### config.mk
export PLATFORM = sky130hd
export DESIGN_NAME = ascii_cmd_ctrl
export DESIGN_NICKNAME = d
export VERILOG_FILES = /design/src/rtl/cmdc_pkg.sv /design/src/rtl/cmdc_decode.sv /design/src/rtl/cmdc_status_sel.sv /design/src/rtl/cmdc_hex_char.sv /design/src/rtl/ascii_cmd_ctrl.sv
export SDC_FILE = /design/constraint.sdc
export NUM_CORES = 1
export LEC_CHECK = 0
export ABC_CLOCK_PERIOD_IN_PS = 7800
export BUFFER_PORTS_ARGS = -buffer_cell sky130_fd_sc_hd__buf_2
export CAP_MARGIN = 20
export CORE_MARGIN = 1
export CORE_UTILIZATION = 25
export DETAILED_ROUTE_END_ITERATION = 10
export MAX_ROUTING_LAYER = met4
export SETUP_SLACK_MARGIN = 0.15
export SLEW_MARGIN = 10
export SYNTH_ARGS = -nofsm -noshare
export SYNTH_HDL_FRONTEND = slang
export SYNTH_HIERARCHICAL = 1
export SYNTH_SLANG_ARGS = --single-unit
### constraint.sdc
create_clock -name clk -period 7.8 [get_ports clk]
set_clock_uncertainty 0.1 [all_clocks]
set_input_delay 0.39 -clock clk [delete_from_list [all_inputs] [get_ports clk]]
set_output_delay 0.39 -clock clk [all_outputs]
set_load 0.05 [all_outputs]
### src/rtl/cmdc_pkg.sv
package cmdc_pkg;

  typedef enum logic [2:0] {
    ST_IDLE, ST_STAT, ST_ID, ST_FETCH, ST_WAIT, ST_SEND
  } cmdc_state_e;

  typedef enum logic [2:0] {
    K_NONE, K_GO, K_HALT, K_CLEAR, K_STATUS, K_IDENT, K_DUMP_RAW, K_DUMP_HEX
  } cmdc_kind_e;

  localparam int REC_BYTES = 4;
  localparam int REC_NIBS  = 2 * REC_BYTES;
  localparam int ID_LEN    = 4;
  localparam logic [7:0] CH_LF = 8'h0A;

  function automatic logic [7:0] id_char(input logic [1:0] i);
    case (i)
      2'd0:    return 8'h4C;
      2'd1:    return 8'h41;
      2'd2:    return 8'h38;
      default: return CH_LF;
    endcase
  endfunction

endpackage

### src/rtl/cmdc_decode.sv
module cmdc_decode
  import cmdc_pkg::*;
(
  input  logic [7:0] byte_in,
  output cmdc_kind_e kind
);
  always_comb begin
    case (byte_in)
      8'h67:   kind = K_GO;
      8'h73:   kind = K_HALT;
      8'h72:   kind = K_CLEAR;
      8'h53:   kind = K_STATUS;
      8'h69:   kind = K_IDENT;
      8'h64:   kind = K_DUMP_RAW;
      8'h44:   kind = K_DUMP_HEX;
      default: kind = K_NONE;
    endcase
  end
endmodule

### src/rtl/cmdc_status_sel.sv
module cmdc_status_sel (
  input  logic       full,
  input  logic       running,
  output logic [7:0] code
);
  always_comb begin
    if (full)         code = 8'h66;
    else if (running) code = 8'h72;
    else              code = 8'h73;
  end
endmodule

### src/rtl/cmdc_hex_char.sv
module cmdc_hex_char (
  input  logic [3:0] nib,
  output logic [7:0] ch
);
  always_comb begin
    if (nib < 4'd10) ch = 8'h30 + {4'd0, nib};
    else             ch = 8'h37 + {4'd0, nib};
  end
endmodule

### src/rtl/ascii_cmd_ctrl.sv
module ascii_cmd_ctrl
  import cmdc_pkg::*;
#(
  parameter int ADDR_W = 8
) (
  input  logic              clk,
  input  logic              rst_n,
  input  logic              cmd_valid,
  output logic              cmd_ready,
  input  logic [7:0]        cmd_data,
  output logic              out_valid,
  input  logic              out_ready,
  output logic [7:0]        out_data,
  output logic              cap_start,
  output logic              cap_stop,
  output logic              cap_clear,
  input  logic              cap_running,
  input  logic              mem_full,
  input  logic [ADDR_W:0]   rec_count,
  output logic              mem_rd_en,
  output logic [ADDR_W-1:0] mem_rd_addr,
  input  logic [31:0]       mem_rd_data
);
  localparam int CNT_W = ADDR_W + 1;

  cmdc_state_e        state;
  cmdc_kind_e         kind;
  logic [7:0]         stat_now, stat_q, hex_ch;
  logic [3:0]         idx, last_idx;
  logic [ADDR_W-1:0]  rd_addr;
  logic [CNT_W-1:0]   cnt_q, next_cnt;
  logic [31:0]        rec;
  logic               hex_mode;
  logic [3:0]         nib;
  logic               take;

  cmdc_decode     u_dec (.byte_in(cmd_data), .kind(kind));
  cmdc_status_sel u_sel (.full(mem_full), .running(cap_running), .code(stat_now));
  cmdc_hex_char   u_hex (.nib(nib), .ch(hex_ch));

  assign cmd_ready   = (state == ST_IDLE);
  assign mem_rd_en   = (state == ST_FETCH);
  assign mem_rd_addr = rd_addr;
  assign out_valid   = (state == ST_STAT) || (state == ST_ID) || (state == ST_SEND);
  assign take        = out_valid && out_ready;
  assign last_idx    = hex_mode ? 4'(REC_NIBS) : 4'(REC_BYTES - 1);
  assign next_cnt    = {1'b0, rd_addr} + CNT_W'(1);
  assign nib         = rec[{3'd7 - idx[2:0], 2'b00} +: 4];

  always_comb begin
    case (state)
      ST_STAT: out_data = stat_q;
      ST_ID:   out_data = id_char(idx[1:0]);
      ST_SEND: begin
        if (!hex_mode)              out_data = rec[{2'd3 - idx[1:0], 3'b000} +: 8];
        else if (idx == last_idx)   out_data = CH_LF;
        else                        out_data = hex_ch;
      end
      default: out_data = 8'h00;
    endcase
  end

  always_ff @(posedge clk or negedge rst_n) begin
    if (!rst_n) begin
      state     <= ST_IDLE;
      cap_start <= 1'b0;
      cap_stop  <= 1'b0;
      cap_clear <= 1'b0;
      stat_q    <= 8'h00;
      idx       <= 4'd0;
      rd_addr   <= '0;
      cnt_q     <= '0;
      rec       <= 32'h0;
      hex_mode  <= 1'b0;
    end else begin
      cap_start <= 1'b0;
      cap_stop  <= 1'b0;
      cap_clear <= 1'b0;
      case (state)
        ST_IDLE: if (cmd_valid) begin
          case (kind)
            K_GO:     cap_start <= !mem_full;
            K_HALT:   cap_stop  <= 1'b1;
            K_CLEAR:  cap_clear <= 1'b1;
            K_STATUS: begin stat_q <= stat_now; state <= ST_STAT; end
            K_IDENT:  begin idx <= 4'd0; state <= ST_ID; end
            K_DUMP_RAW, K_DUMP_HEX: begin
              hex_mode <= (kind == K_DUMP_HEX);
              if (rec_count != '0) begin
                cnt_q   <= rec_count;
                rd_addr <= '0;
                idx     <= 4'd0;
                state   <= ST_FETCH;
              end
            end
            default: ;
          endcase
        end
        ST_STAT: if (out_ready) state <= ST_IDLE;
        ST_ID: if (out_ready) begin
          if (idx == 4'(ID_LEN - 1)) begin
            idx   <= 4'd0;
            state <= ST_IDLE;
          end else begin
            idx <= idx + 4'd1;
          end
        end
        ST_FETCH: state <= ST_WAIT;
        ST_WAIT: begin
          rec   <= mem_rd_data;
          idx   <= 4'd0;
          state <= ST_SEND;
        end
        ST_SEND: if (take) begin
          if (idx == last_idx) begin
            idx <= 4'd0;
            if (next_cnt == cnt_q) begin
              state <= ST_IDLE;
            end else begin
              rd_addr <= rd_addr + ADDR_W'(1);
              state   <= ST_FETCH;
            end
          end else begin
            idx <= idx + 4'd1;
          end
        end
        default: state <= ST_IDLE;
      endcase
    end
  end
endmodule

Word-level counts from Yosys, hierarchy flattened --
Cells that the tools add are included.
Storage, ports and cells: input bits 55, output and inout bits 22, register bits after elaboration 68, logic and storage cells 115
Cells by class: shifts and indexed selects 2, mux-type cells 43, magnitude comparators 1, eq/ne operators 36, add/sub/neg operators 7, reduce and logical (&&, ||, !) cells 16
Operators by type and width (number):
- $mux W8 | 10
- $eq A8 B7 Y1 const B | 7
- $shiftx A32 B6 Y4 | 1
- $shiftx A32 B6 Y8 | 1
- $mux W4 | 7
- $pmux W8 S3 | 1
- $mux W3 | 7
- $pmux W3 S7 | 1
- $pmux W7 S3 | 1
- $eq A3 B3 Y1 const B | 6
- $pmux W3 S6 | 1
- $pmux W4 S4 | 1
- $pmux W8 S2 | 1
- $add A6 B4 Y7 const A | 2
- $eq A3 B2 Y1 const B | 4
- $mux W1 | 10
- $ne A2 B2 Y1 const B | 5
- $add A8 B1 Y9 const B | 1
- $eq A9 B9 Y1 | 1
- $pmux W3 S3 | 1
- $reduce_bool A9 Y1 | 1
- $add A8 B1 Y8 const B | 1
- $ne A2 B1 Y1 const B | 4
- $pmux W4 S2 | 1
- other kinds (26) | 29

Depth between registers and ports, before layout --
Gate-level depths: netlist of run 1.
depth after elaboration 7, mapped depth 13, mapped depth without buffers 11

Hierarchy --
Netlist of run 1, hierarchy kept.
Modules (own cells, without submodules):
- ascii_cmd_ctrl | area an instance 4010.1 um^2, cells each 374, instances 1, seq. area each 1701.6 um^2
- cmdc_decode | area an instance 133.9 um^2, cells each 17, instances 1, seq. area each 0.0 um^2
- cmdc_hex_char | area an instance 106.4 um^2, cells each 16, instances 1, seq. area each 0.0 um^2
- cmdc_status_sel | area an instance 60.1 um^2, cells each 10, instances 1, seq. area each 0.0 um^2

Worst setup path after synthesis of run 1 --
Ideal clock, no wire load.
kind register to output, start point register idx[1], end point output out_data[4], arrival 3613 ps, cell stages (with the launch flop) 14, data required time 7310 ps, slack 3697 ps, buffers on the path 2, cell sequence dfrtp_1 -> buf_2 -> buf_1 -> mux4_2 -> nor2_1 -> nor2_1 -> inv_1 -> ha_1 -> and2b_1 -> o21ai_0 -> nand2_1 -> o221ai_1 -> o21ai_0 -> o21ai_0
Between the ends: word-level cells in the longest chain between the ends 7, elaborated cells on any way between the ends 16, those cells by class add/sub (4); order compare (1); eq/ne (3); shift (2); mux (5); reduce/logical (1)
Ends and longest elaborated chain:
- from (decl) | RTL line ascii_cmd_ctrl.sv:29 | logic [3:0] idx, last_idx;
- from (signal assigned) | RTL line ascii_cmd_ctrl.sv:105 | idx <= idx + 4'd1;
- from (signal assigned) | RTL line ascii_cmd_ctrl.sv:124 | idx <= idx + 4'd1;
- $sub A3 B3 Y3 (*) | RTL line ascii_cmd_ctrl.sv:48 | assign nib = rec[{3'd7 - idx[2:0], 2'b00} +: 4];
- $shiftx A32 B6 Y4 (*) | RTL line ascii_cmd_ctrl.sv:48
- named net nib[1] | RTL line ascii_cmd_ctrl.sv:34 | logic [3:0] nib;
- $add A6 B4 Y7, or another cell as far along | RTL line cmdc_hex_char.sv:7 | else ch = 8'h37 + {4'd0, nib};
- $mux W8 (*) | RTL line cmdc_hex_char.sv:6 | if (nib < 4'd10) ch = 8'h30 + {4'd0, nib};
- named net hex_ch[4] | RTL line ascii_cmd_ctrl.sv:28 | logic [7:0] stat_now, stat_q, hex_ch;
- $mux W8 (*) | RTL line ascii_cmd_ctrl.sv:56 | else if (idx == last_idx) out_data = CH_LF;
- $mux W8 (*) | RTL line ascii_cmd_ctrl.sv:55 | if (!hex_mode) out_data = rec[{2'd3 - idx[1:0], 3'b000} +: 8];
- $pmux W8 S3 (*) | RTL line ascii_cmd_ctrl.sv:51 | case (state)
- to (decl) | RTL line ascii_cmd_ctrl.sv:13 | output logic [7:0] out_data,
The timed path passes the listed nets; every way through them passes the cells marked *.

Final worst setup path of run 1 --
Ends and elaborated chain as after synthesis.

==> results of run 1 <==
==> sequential cells by signal (all words and copies together) (netlist names) <==
signal	count
idx	4
state	3
cnt_q	9
cap_stop	1
rec	32
cap_start	1
hex_mode	1
stat_q	8
mem_rd_addr	8
cap_clear	1
==> path summary, 6_finish.rpt <==
path	start	to	slack [ns]	depth (start not counted)
max in group asynchronous	rst_n	cnt_q[1]	6.85	2
max	idx[1]	out_data[4]	3.75	12
min	rst_n	rec[2]	0.15	2
min in group clk	mem_rd_data[15]	rec[15]	0.19	2
min reg2reg	stat_q[5]	stat_q[5]	0.40	1
max reg2reg	state[2]	cnt_q[1]	4.69	6
==> layer usage <==
| metal | up-vias | track usage | part of all wire |
|---|---|---|---|
| li1 | 1659 | - | - |
| met1 | 1714 | 0.169 | 0.45 |
| met2 | 90 | 0.216 | 0.49 |
| met3 | 10 | 0.0308 | 0.040 |
| met4 | 0 | 0.0461 | 0.013 |
| met5 | - | - | 0 |
==> metrics by stage <==
stage / total power [mW] / instance area [um^2]
2_1_floorplan: 1.31 / 4320
3_3_place_gp: 1.49 / 4850
3_5_place_dp: 1.52 / 4850
4_1_cts: 1.95 / 5150
5_1_grt: 2.08 / 5180
6_report: 1.94 / 5180
==> logic make-up after synthesis <==
family / share of synthesized area
multiplexers: 0.208
XOR/XNOR: 0.0203
adder cells (fa/ha/maj): 0.0232
flip-flops: 0.395
AO/OA/AOI/OAI: 0.141
AND/OR/NAND/NOR: 0.158
other: 0.00261
buffers and inverters: 0.0520
==> power by group <==
group          total (mW)  internal (mW)  switching, mW
clock               0.411          0.255          0.156
combinational       0.884          0.404          0.481
sequential          0.649          0.478          0.171
total                1.94           1.14          0.807
==> final cells by class <==
cell class                      instances  area [um^2]  area share
Inverter                               20         75.1      0.0145
Sequential cell                        68         1700       0.329
Clock inverter                          6         63.8      0.0123
Clock buffer                           10          239      0.0461
Tap cell                              220          275      0.0532
Multi-Input combinational cell        306         2400       0.464
Timing Repair Buffer                   79          423      0.0817
==> cells in the final DEF, fill, tap and decap left out, types with 3 or more instances in the layout <==
cell type / count
o221ai_1: 3
nand3_1: 8
a21oi_1: 11
a21o_1: 3
conb_1: 6
a22oi_1: 6
o22ai_1: 4
nand2b_1: 4
o31ai_1: 3
xor2_1: 4
nor2_1: 35
clkbuf_16: 9
nand2_1: 35
mux4_2: 15
nand4_1: 3
o21ai_0: 30
nor4_1: 4
ha_1: 8
a22o_1: 4
o211ai_1: 4
mux2_2: 48
nor3_1: 8
nor4bb_1: 3
o21a_1: 3
dfrtp_1: 68
buf_2: 76
inv_1: 19
xnor2_1: 6
==> flow_summary.yaml, run 1 <==
status:
  status: "finished clean"
floorplan:
  start_util: 0.258
  design.core.area_um2: 16700
  num_rows: 47
  die_w_um: 133
  die-area_um2: 17800
  die_height_um: 133
  pin_count: 77
synthesis:
  synthFlopType: "dfrtp_1"
  syn_area_um2: 4310
  avgSynthCellArea_um2: 10.3
  synth.most_common_cell: "dfrtp_1"
  synth_area_leaders: "dfrtp_1 39%, mux2_2 13%, mux4_2 7.8%, o21ai_0 3.5%, nand2_1 3.0%"
  yosys.area.top_type: "dfrtp_1"
  synth_cells: 417
  synth_top_area_share: 0.395
  synth_edf_count: 0
  async_flop_share: 1.00
  ys_seq_area_frac: 0.395
  ys_types: 68
  ys_ff_latch: 68
  yosysWarnings: 6
  synthTopCellsByCount: "68 x dfrtp_1, 48 x mux2_2, 35 x nand2_1, 35 x nor2_1, 30 x o21ai_0"
placed_design:
  gp_congestion: 0.834
  port-buffer-count: 76
  dp_hpwl_mm: 8.33
  pre_cts_ws_ns: 3.97
  dp_cells: 692
finish:
  final_util: 0.310
  area_growth_pct: 20.1
  drive_above_1_share: 0.352
  num_antenna_cells: 0
  nets: 547
  fillers: 1751
  final_cells: 709
timing:
  hold_viol: 0
  finalCritPeriodShare: 0.520
  rsz0062_at_grt: "false"
  fin_setup_tns_ns: 0
  fmax_mhz: 247
  slew_headroom: 0.342
  drv_slew: 0
  fin_ws_ns: 3.75
  worst_pin_slew_ns: 0.979
  whs_ns: 0.146
  layout_min_cycle_time_ns: 4.05
  setup_viol: 0
grt:
  grt_max_degree: 69
  grt_overflow_total: 0
  antenna_found_initial: 0
  grt_usage: 0.136
  grt_pass1_vias: 3500
  grt_pass1_wl_mm: 18.4
job:
  maxCapViolations: 0
clocking:
  cts.sinks: 68
  cts_resized: 0
  cts_setup_buffers: 0
  insertion_delay_ns: 0.33
  cts-root-buf: "clkbuf_16"
  cts.clk_slew.worst_paths_ns: 0.06
  cts_tree: "yes"
  ctsHoldBuffers: 0
  clockBufferDepth: 2
  htreeDepth: 3
  numCtsBuffers: 9
setup_path:
  startpoint_type: "flip-flop"
  crit_top_cell: "o21ai_0"
  crit_family: "flip-flops"
  crit_chain: "mux4_2 > nor2_1 > nor2_1 > inv_1 > ha_1 > and2b_1 > o21ai_0 > nand2_1 > o221ai_1 > o21ai_0 > o21ai_0 > buf_2"
  critPathKind: "reg2out"
  cp.required_ns: 7.31
  critPathMaxFanout: 22
  critPathMaxStageDelay_ns: 0.92
  cp_num_buf_inv: 2
  setup.worst_path.end_class: "output pin"
  critPathSlowestCell: "dfrtp_1"
  worstPathArrival_ns: 3.56
pwr:
  p_leak_nw: 2.23
  pwr_density_cell_nw_per_um2: 376
  ir_worst_vdd_mv: 0.197
drt:
  dr_total_vias: 3473
  post_drt_wl_per_cell_um: 15.7
  ant_nets: 0
  route.detailed.drc: 0
  drt_wl_total_mm: 11.1
  first_iter_violations: 197
  viasPerCell: 4.90
  dr.pass1.iters: 4
hold_path:
  min_path_type: "in2async"
Power figures use the tool's default switching activity.
==> inputs of run 2 (changes only) <==
--- a/config.mk
+++ b/config.mk
@@ -5,7 +5,7 @@
 export SDC_FILE = /design/constraint.sdc
 export NUM_CORES = 1
 export LEC_CHECK = 0
-export ABC_CLOCK_PERIOD_IN_PS = 7800
+export ABC_CLOCK_PERIOD_IN_PS = 4160
 export BUFFER_PORTS_ARGS = -buffer_cell sky130_fd_sc_hd__buf_2
 export CAP_MARGIN = 20
 export CORE_MARGIN = 1
==> constraint.sdc (replaced) <==
create_clock -name clk -period 4.16 [get_ports clk]
set_clock_uncertainty 0.1 [all_clocks]
set_input_delay 0.208 -clock clk [delete_from_list [all_inputs] [get_ports clk]]
set_output_delay 0.208 -clock clk [all_outputs]
set_load 0.05 [all_outputs]
==> flow_summary.yaml, run 2 (synthesis results as in run 1) <==
status:
  status: "complete, but fails checks"
  violations: "hold timing"
timing:
  setup_viol: 0
  fin_ws_ns: 0.490
  hold_viol: 33
  drv_slew: 0
  fmax_mhz: 273
  slew_headroom: 0.431
  fin_setup_tns_ns: 0
  rsz0062_at_grt: "false"
  whs_ns: -0.0440
  worst_pin_slew_ns: 0.854
  layout_min_cycle_time_ns: 3.67
  finalCritPeriodShare: 0.882
clocking:
  cts.sinks: 68
  insertion_delay_ns: 0.33
  clockBufferDepth: 2
  cts_setup_buffers: 0
  numCtsBuffers: 9
  cts.clk_slew.worst_paths_ns: 0.06
  cts_tree: "yes"
  htreeDepth: 3
  cts-root-buf: "clkbuf_16"
job:
  maxCapViolations: 0
finish:
  top_register: "rec"
  largestRegisters: "rec x32, cnt_q x9"
  final_common_cell: "buf_2"
  nets: 557
  final_cells: 719
  area_growth_pct: 23.5
  layout_common_cells: "76 x buf_2, 68 x dfrtp_1, 48 x mux2_2"
  drive_above_1_share: 0.349
  final_util: 0.319
  finalInstanceArea_um2: 5330
  largest_reg_flops: 32
  num_antenna_cells: 0
placed_design:
  postPlaceCellArea_um2: 4870
  dp_cells: 695
  port-buffer-count: 76
  dp_hpwl_mm: 8.49
  gp_congestion: 0.828
  pre_cts_ws_ns: 0.851
pwr:
  seqPwrFrac: 0.319
  pwr-share-comb: 0.432
  p_switching_mw: 1.52
  p_int_mw: 2.31
  power_mw: 3.83
  pwr_density_cell_nw_per_um2: 719
  pwr-share-clk: 0.248
  p_leak_nw: 2.30
  power.share.switching: 0.397
  ir_worst_vdd_mv: 0.396
grt:
  grt_pass1_vias: 3748
  antenna_found_initial: 0
  grt_usage: 0.138
  grt_pass1_wl_mm: 19.0
  grt_max_degree: 69
  grt_overflow_total: 0
floorplan:
  pin_count: 77
  start_util: 0.258
  num_rows: 47
  die-area_um2: 17800
  design.core.area_um2: 16700
  die_height_um: 133
  die_w_um: 133
drt:
  route.detailed.drc: 0
  ant_nets: 0
  dr.pass1.iters: 4
  post_drt_wl_per_cell_um: 15.6
  drt_wl_total_mm: 11.2
  viasPerCell: 4.94
  dr_total_vias: 3550
  first_iter_violations: 250
setup_path:
  critPathKind: "reg2out"
  regToRegSetupSlack_ns: 1.17
  setup.worst_path.end_class: "output pin"
  startpoint_type: "flip-flop"
  critPathMaxFanout: 18
  worstPathArrival_ns: 3.36
  cp.required_ns: 3.85
hold_path:
  min_path_type: "in2async"
-- run 2: cell count changes in the layout (fill, tap and decap cells not counted), sizes merged --
cell / change
buf: +2
bufinv: +3
clkinv: -3
dlygate4sd3: +8
-- run 2: routing by layer --
layer  vias up  track usage  routed length [um]  share of wire
met2       112        0.221                5410           0.48
met3        20       0.0293                 549          0.049
met5         -            -                   0              0
li1       1677            -                   -              -
met4         0       0.0556                 325          0.029
met1      1741        0.168                4940           0.44
-- run 2: power groups by stage --
stage                     clock (mW)  sequential [mW]  combinational (mW)
after detailed placement           0             1.23                1.65
after global placement             0             1.21                1.60
final                          0.951             1.22                1.66
after CTS                      0.967             1.22                1.66
after global routing           0.997             1.27                1.81
after floorplan                    0             1.12                1.34
-- run 2: layout make-up --
class                      count  area (um^2)
tap                          220          275
inverter                      20         75.1
sequential                    68         1700
timing repair buffer          89          498
fill                        1727        11400
clock inverter                 6          135
clock buffer                  10          239
multi-input combinational    306         2400
-- run 2: final timing paths --
| check | end | from | cells past startpoint |
|---|---|---|---|
| setup reg to reg | cnt_q[3] | state[2] | 6 |
| max in group asynchronous | stat_q[0] | rst_n | 2 |
| setup / recovery | out_data[6] | idx[0] | 12 |
| min in group clk | rec[10] | mem_rd_data[10] | 2 |
| hold / removal | rec[10] | rst_n | 2 |
| hold reg to reg | stat_q[5] | stat_q[5] | 1 |
-- run 2: repair_timing --
action | CTS | global route
hold endpoints to repair | 7 | 1
hold buffers | 7 | 1
gates resized for setup | 0 | 0
-- run 2: critical path, cell delays in order (launching register included) --
cell and delay, ns:
dfrtp_1 0.74, mux4_2 0.32, nor2_1 0.04, nor2_1 0.33, inv_1 0.11, ha_1 0.23
and2b_1 0.21, o21a_1 0.11, nand2_1 0.05, o221ai_1 0.18, o21ai_0 0.13, o32ai_1 0.24
buf_2 0.34
==> inputs of run 3 (changes only) <==
--- a/config.mk
+++ b/config.mk
@@ -5,14 +5,15 @@
 export SDC_FILE = /design/constraint.sdc
 export NUM_CORES = 1
 export LEC_CHECK = 0
-export ABC_CLOCK_PERIOD_IN_PS = 4160
+export ABC_CLOCK_PERIOD_IN_PS = 3800
 export BUFFER_PORTS_ARGS = -buffer_cell sky130_fd_sc_hd__buf_2
 export CAP_MARGIN = 20
 export CORE_MARGIN = 1
 export CORE_UTILIZATION = 25
+export CTS_BUF_LIST = sky130_fd_sc_hd__clkbuf_4 sky130_fd_sc_hd__clkbuf_8 sky130_fd_sc_hd__clkbuf_16
 export DETAILED_ROUTE_END_ITERATION = 10
 export MAX_ROUTING_LAYER = met4
-export SETUP_SLACK_MARGIN = 0.15
+export SETUP_SLACK_MARGIN = 0.3
 export SLEW_MARGIN = 10
 export SYNTH_ARGS = -nofsm -noshare
 export SYNTH_HDL_FRONTEND = slang
==> constraint.sdc (replaced) <==
create_clock -name clk -period 3.8 [get_ports clk]
set_clock_uncertainty 0.1 [all_clocks]
set_input_delay 0.19 -clock clk [delete_from_list [all_inputs] [get_ports clk]]
set_output_delay 0.19 -clock clk [all_outputs]
set_load 0.05 [all_outputs]
==> flow_summary.yaml, run 3 (synthesis results as in run 1) <==
timing:
  rsz0062_at_grt: "false"
  worst_pin_slew_ns: 0.726
  layout_min_cycle_time_ns: 3.31
  fin_setup_tns_ns: 0
  slew_headroom: 0.512
  setup_viol: 0
  hold_viol: 0
  finalCritPeriodShare: 0.871
  drv_slew: 0
  fmax_mhz: 302
finish:
  layout_common_cells: "76 x buf_2, 67 x dfrtp_1, 48 x mux2_2"
  largestRegisters: "rec x32, cnt_q x9"
  area_growth_pct: 27.5
  finalInstanceArea_um2: 5500
  final_util: 0.329
  nets: 582
  final_common_cell: "buf_2"
  num_antenna_cells: 0
  top_register: "rec"
  largest_reg_flops: 32
  drive_above_1_share: 0.344
  fillers: 1709
pwr:
  p_leak_nw: 2.36
  pwr_density_cell_nw_per_um2: 721
  ir_worst_vdd_mv: 0.425
  power_mw: 3.96
setup_path:
  worstPathArrival_ns: 3.02
  cp.required_ns: 3.51
  startpoint_type: "flip-flop"
  critPathMaxFanout: 14
  cp_num_buf_inv: 2
  critPathSlowestCell: "dfrtp_2"
  crit_top_cell: "o21ai_0"
  critPathMaxStageDelay_ns: 0.56
  critPathKind: "reg2out"
  crit_family: "compound AO/OA/AOI/OAI gates"
  setup.worst_path.end_class: "output pin"
  crit_chain: "mux4_2 > nor2_1 > nor2_2 > inv_1 > ha_1 > and2b_1 > o21ai_0 > nand2_1 > o221ai_1 > o21ai_0 > o21ai_1 > buf_2"
clocking:
  clockBufferDepth: 2
  cts.sinks: 68
  cts.clk_slew.worst_paths_ns: 0.07
  htreeDepth: 3
  insertion_delay_ns: 0.34
  cts_tree: "yes"
  numCtsBuffers: 9
  cts_setup_buffers: 0
  cts-root-buf: "clkbuf_16"
grt:
  grt_overflow_total: 0
  top_usage_layer: "met2"
  use_met2: 0.230
  grt_pass1_wl_mm: 19.0
  grt_usage: 0.139
  grt_pass1_vias: 3682
  use_met3: 0.0358
  antenna_found_initial: 0
  grt_max_degree: 45
  met1_usage: 0.166
placed_design:
  gp_congestion: 0.840
  postPlaceCellArea_um2: 4890
  dp_hpwl_mm: 8.66
  port-buffer-count: 76
drt:
  drt_wl_total_mm: 11.4
  post_drt_wl_per_cell_um: 15.4
  viasPerCell: 4.89
  dr.pass1.iters: 5
  first_iter_violations: 195
  ant_nets: 0
  dr_total_vias: 3639
  route.detailed.drc: 0
floorplan:
  start_util: 0.258
  pin_count: 77
  die-area_um2: 17800
  num_rows: 47
  design.core.area_um2: 16700
  die_height_um: 133
  die_w_um: 133
hold_path:
  min_path_type: "in2reg"
job:
  maxCapViolations: 0
status:
  status: "finished clean"
run 3: changes by cell type in the layout (fill, tap and decap cells not counted), moves of 2 or more:
cell           previous run  this run
o21ai_1                   0         2
dlygate4sd3_1             8        30
bufinv_16                 4         0
o21ai_0                  30        28
clkinvlp_4                2         4
buf_4                     5         7
run 3: stage by stage:
stage	setup slack [ns]	hold slack [ns]	cells
3_5_place_dp	0.673	0.323	697
5_1_grt	0.317	0.00655	744
6_report	0.490	0.00113	744
4_1_cts	0.419	0.000704	742
3_3_place_gp	0.737	0.299	697
2_1_floorplan	0.269	-0.206	420
run 3: final timing paths:
check / to / slack (ns) / depth (start not counted) / startpoint
max in group asynchronous: idx[1] / 2.56 / 4 / rst_n
min reg2reg: stat_q[7] / 0.41 / 1 / stat_q[7]
min in group asynchronous: rec[2] / 0.17 / 2 / rst_n
max: out_data[4] / 0.49 / 12 / idx[1]
min: rec[24] / 0.001 / 2 / mem_rd_data[24]
max reg2reg: cnt_q[3] / 0.94 / 7 / idx[0]
run 3: repair_timing:
action	in CTS	in global routing
hold buffers	29	1
endpoints found under the setup margin	2	1
gates resized for setup	1	1
cloned	0	0
hold endpoints to repair	71	1
run 3: final cells by class:
type | count | area (um^2) | area share
tap | 220 | 275 | 0.0501
inverter | 20 | 75.1 | 0.0137
clock buffer | 9 | 225 | 0.0410
multi-input combinational | 306 | 2410 | 0.439
timing repair buffer | 114 | 753 | 0.137
clock inverter | 7 | 52.6 | 0.00956
sequential | 68 | 1700 | 0.310
run 3: report_power, final:
group          internal (mW)  switching (mW)
registers              0.983           0.338
logic                  0.852            1.01
clock network          0.443           0.333
run 3: metal layers:
| metal | vias up | routed length (um) | share of wire |
|---|---|---|---|
| li1 | 1737 | - | - |
| met1 | 1785 | 4970 | 0.43 |
| met2 | 100 | 5680 | 0.50 |
| met3 | 17 | 612 | 0.054 |
| met4 | 0 | 171 | 0.015 |
| met5 | - | 0 | 0 |
run 3: worst reg2reg max path: stages, from the launching register on:
cell,delay [ns]
dfrtp_1,0.53
buf_4,0.25
nor4bb_1,0.28
a21oi_1,0.11
nor4b_1,0.53
o22a_1,0.31
nand2_1,0.27
mux2_2,0.36
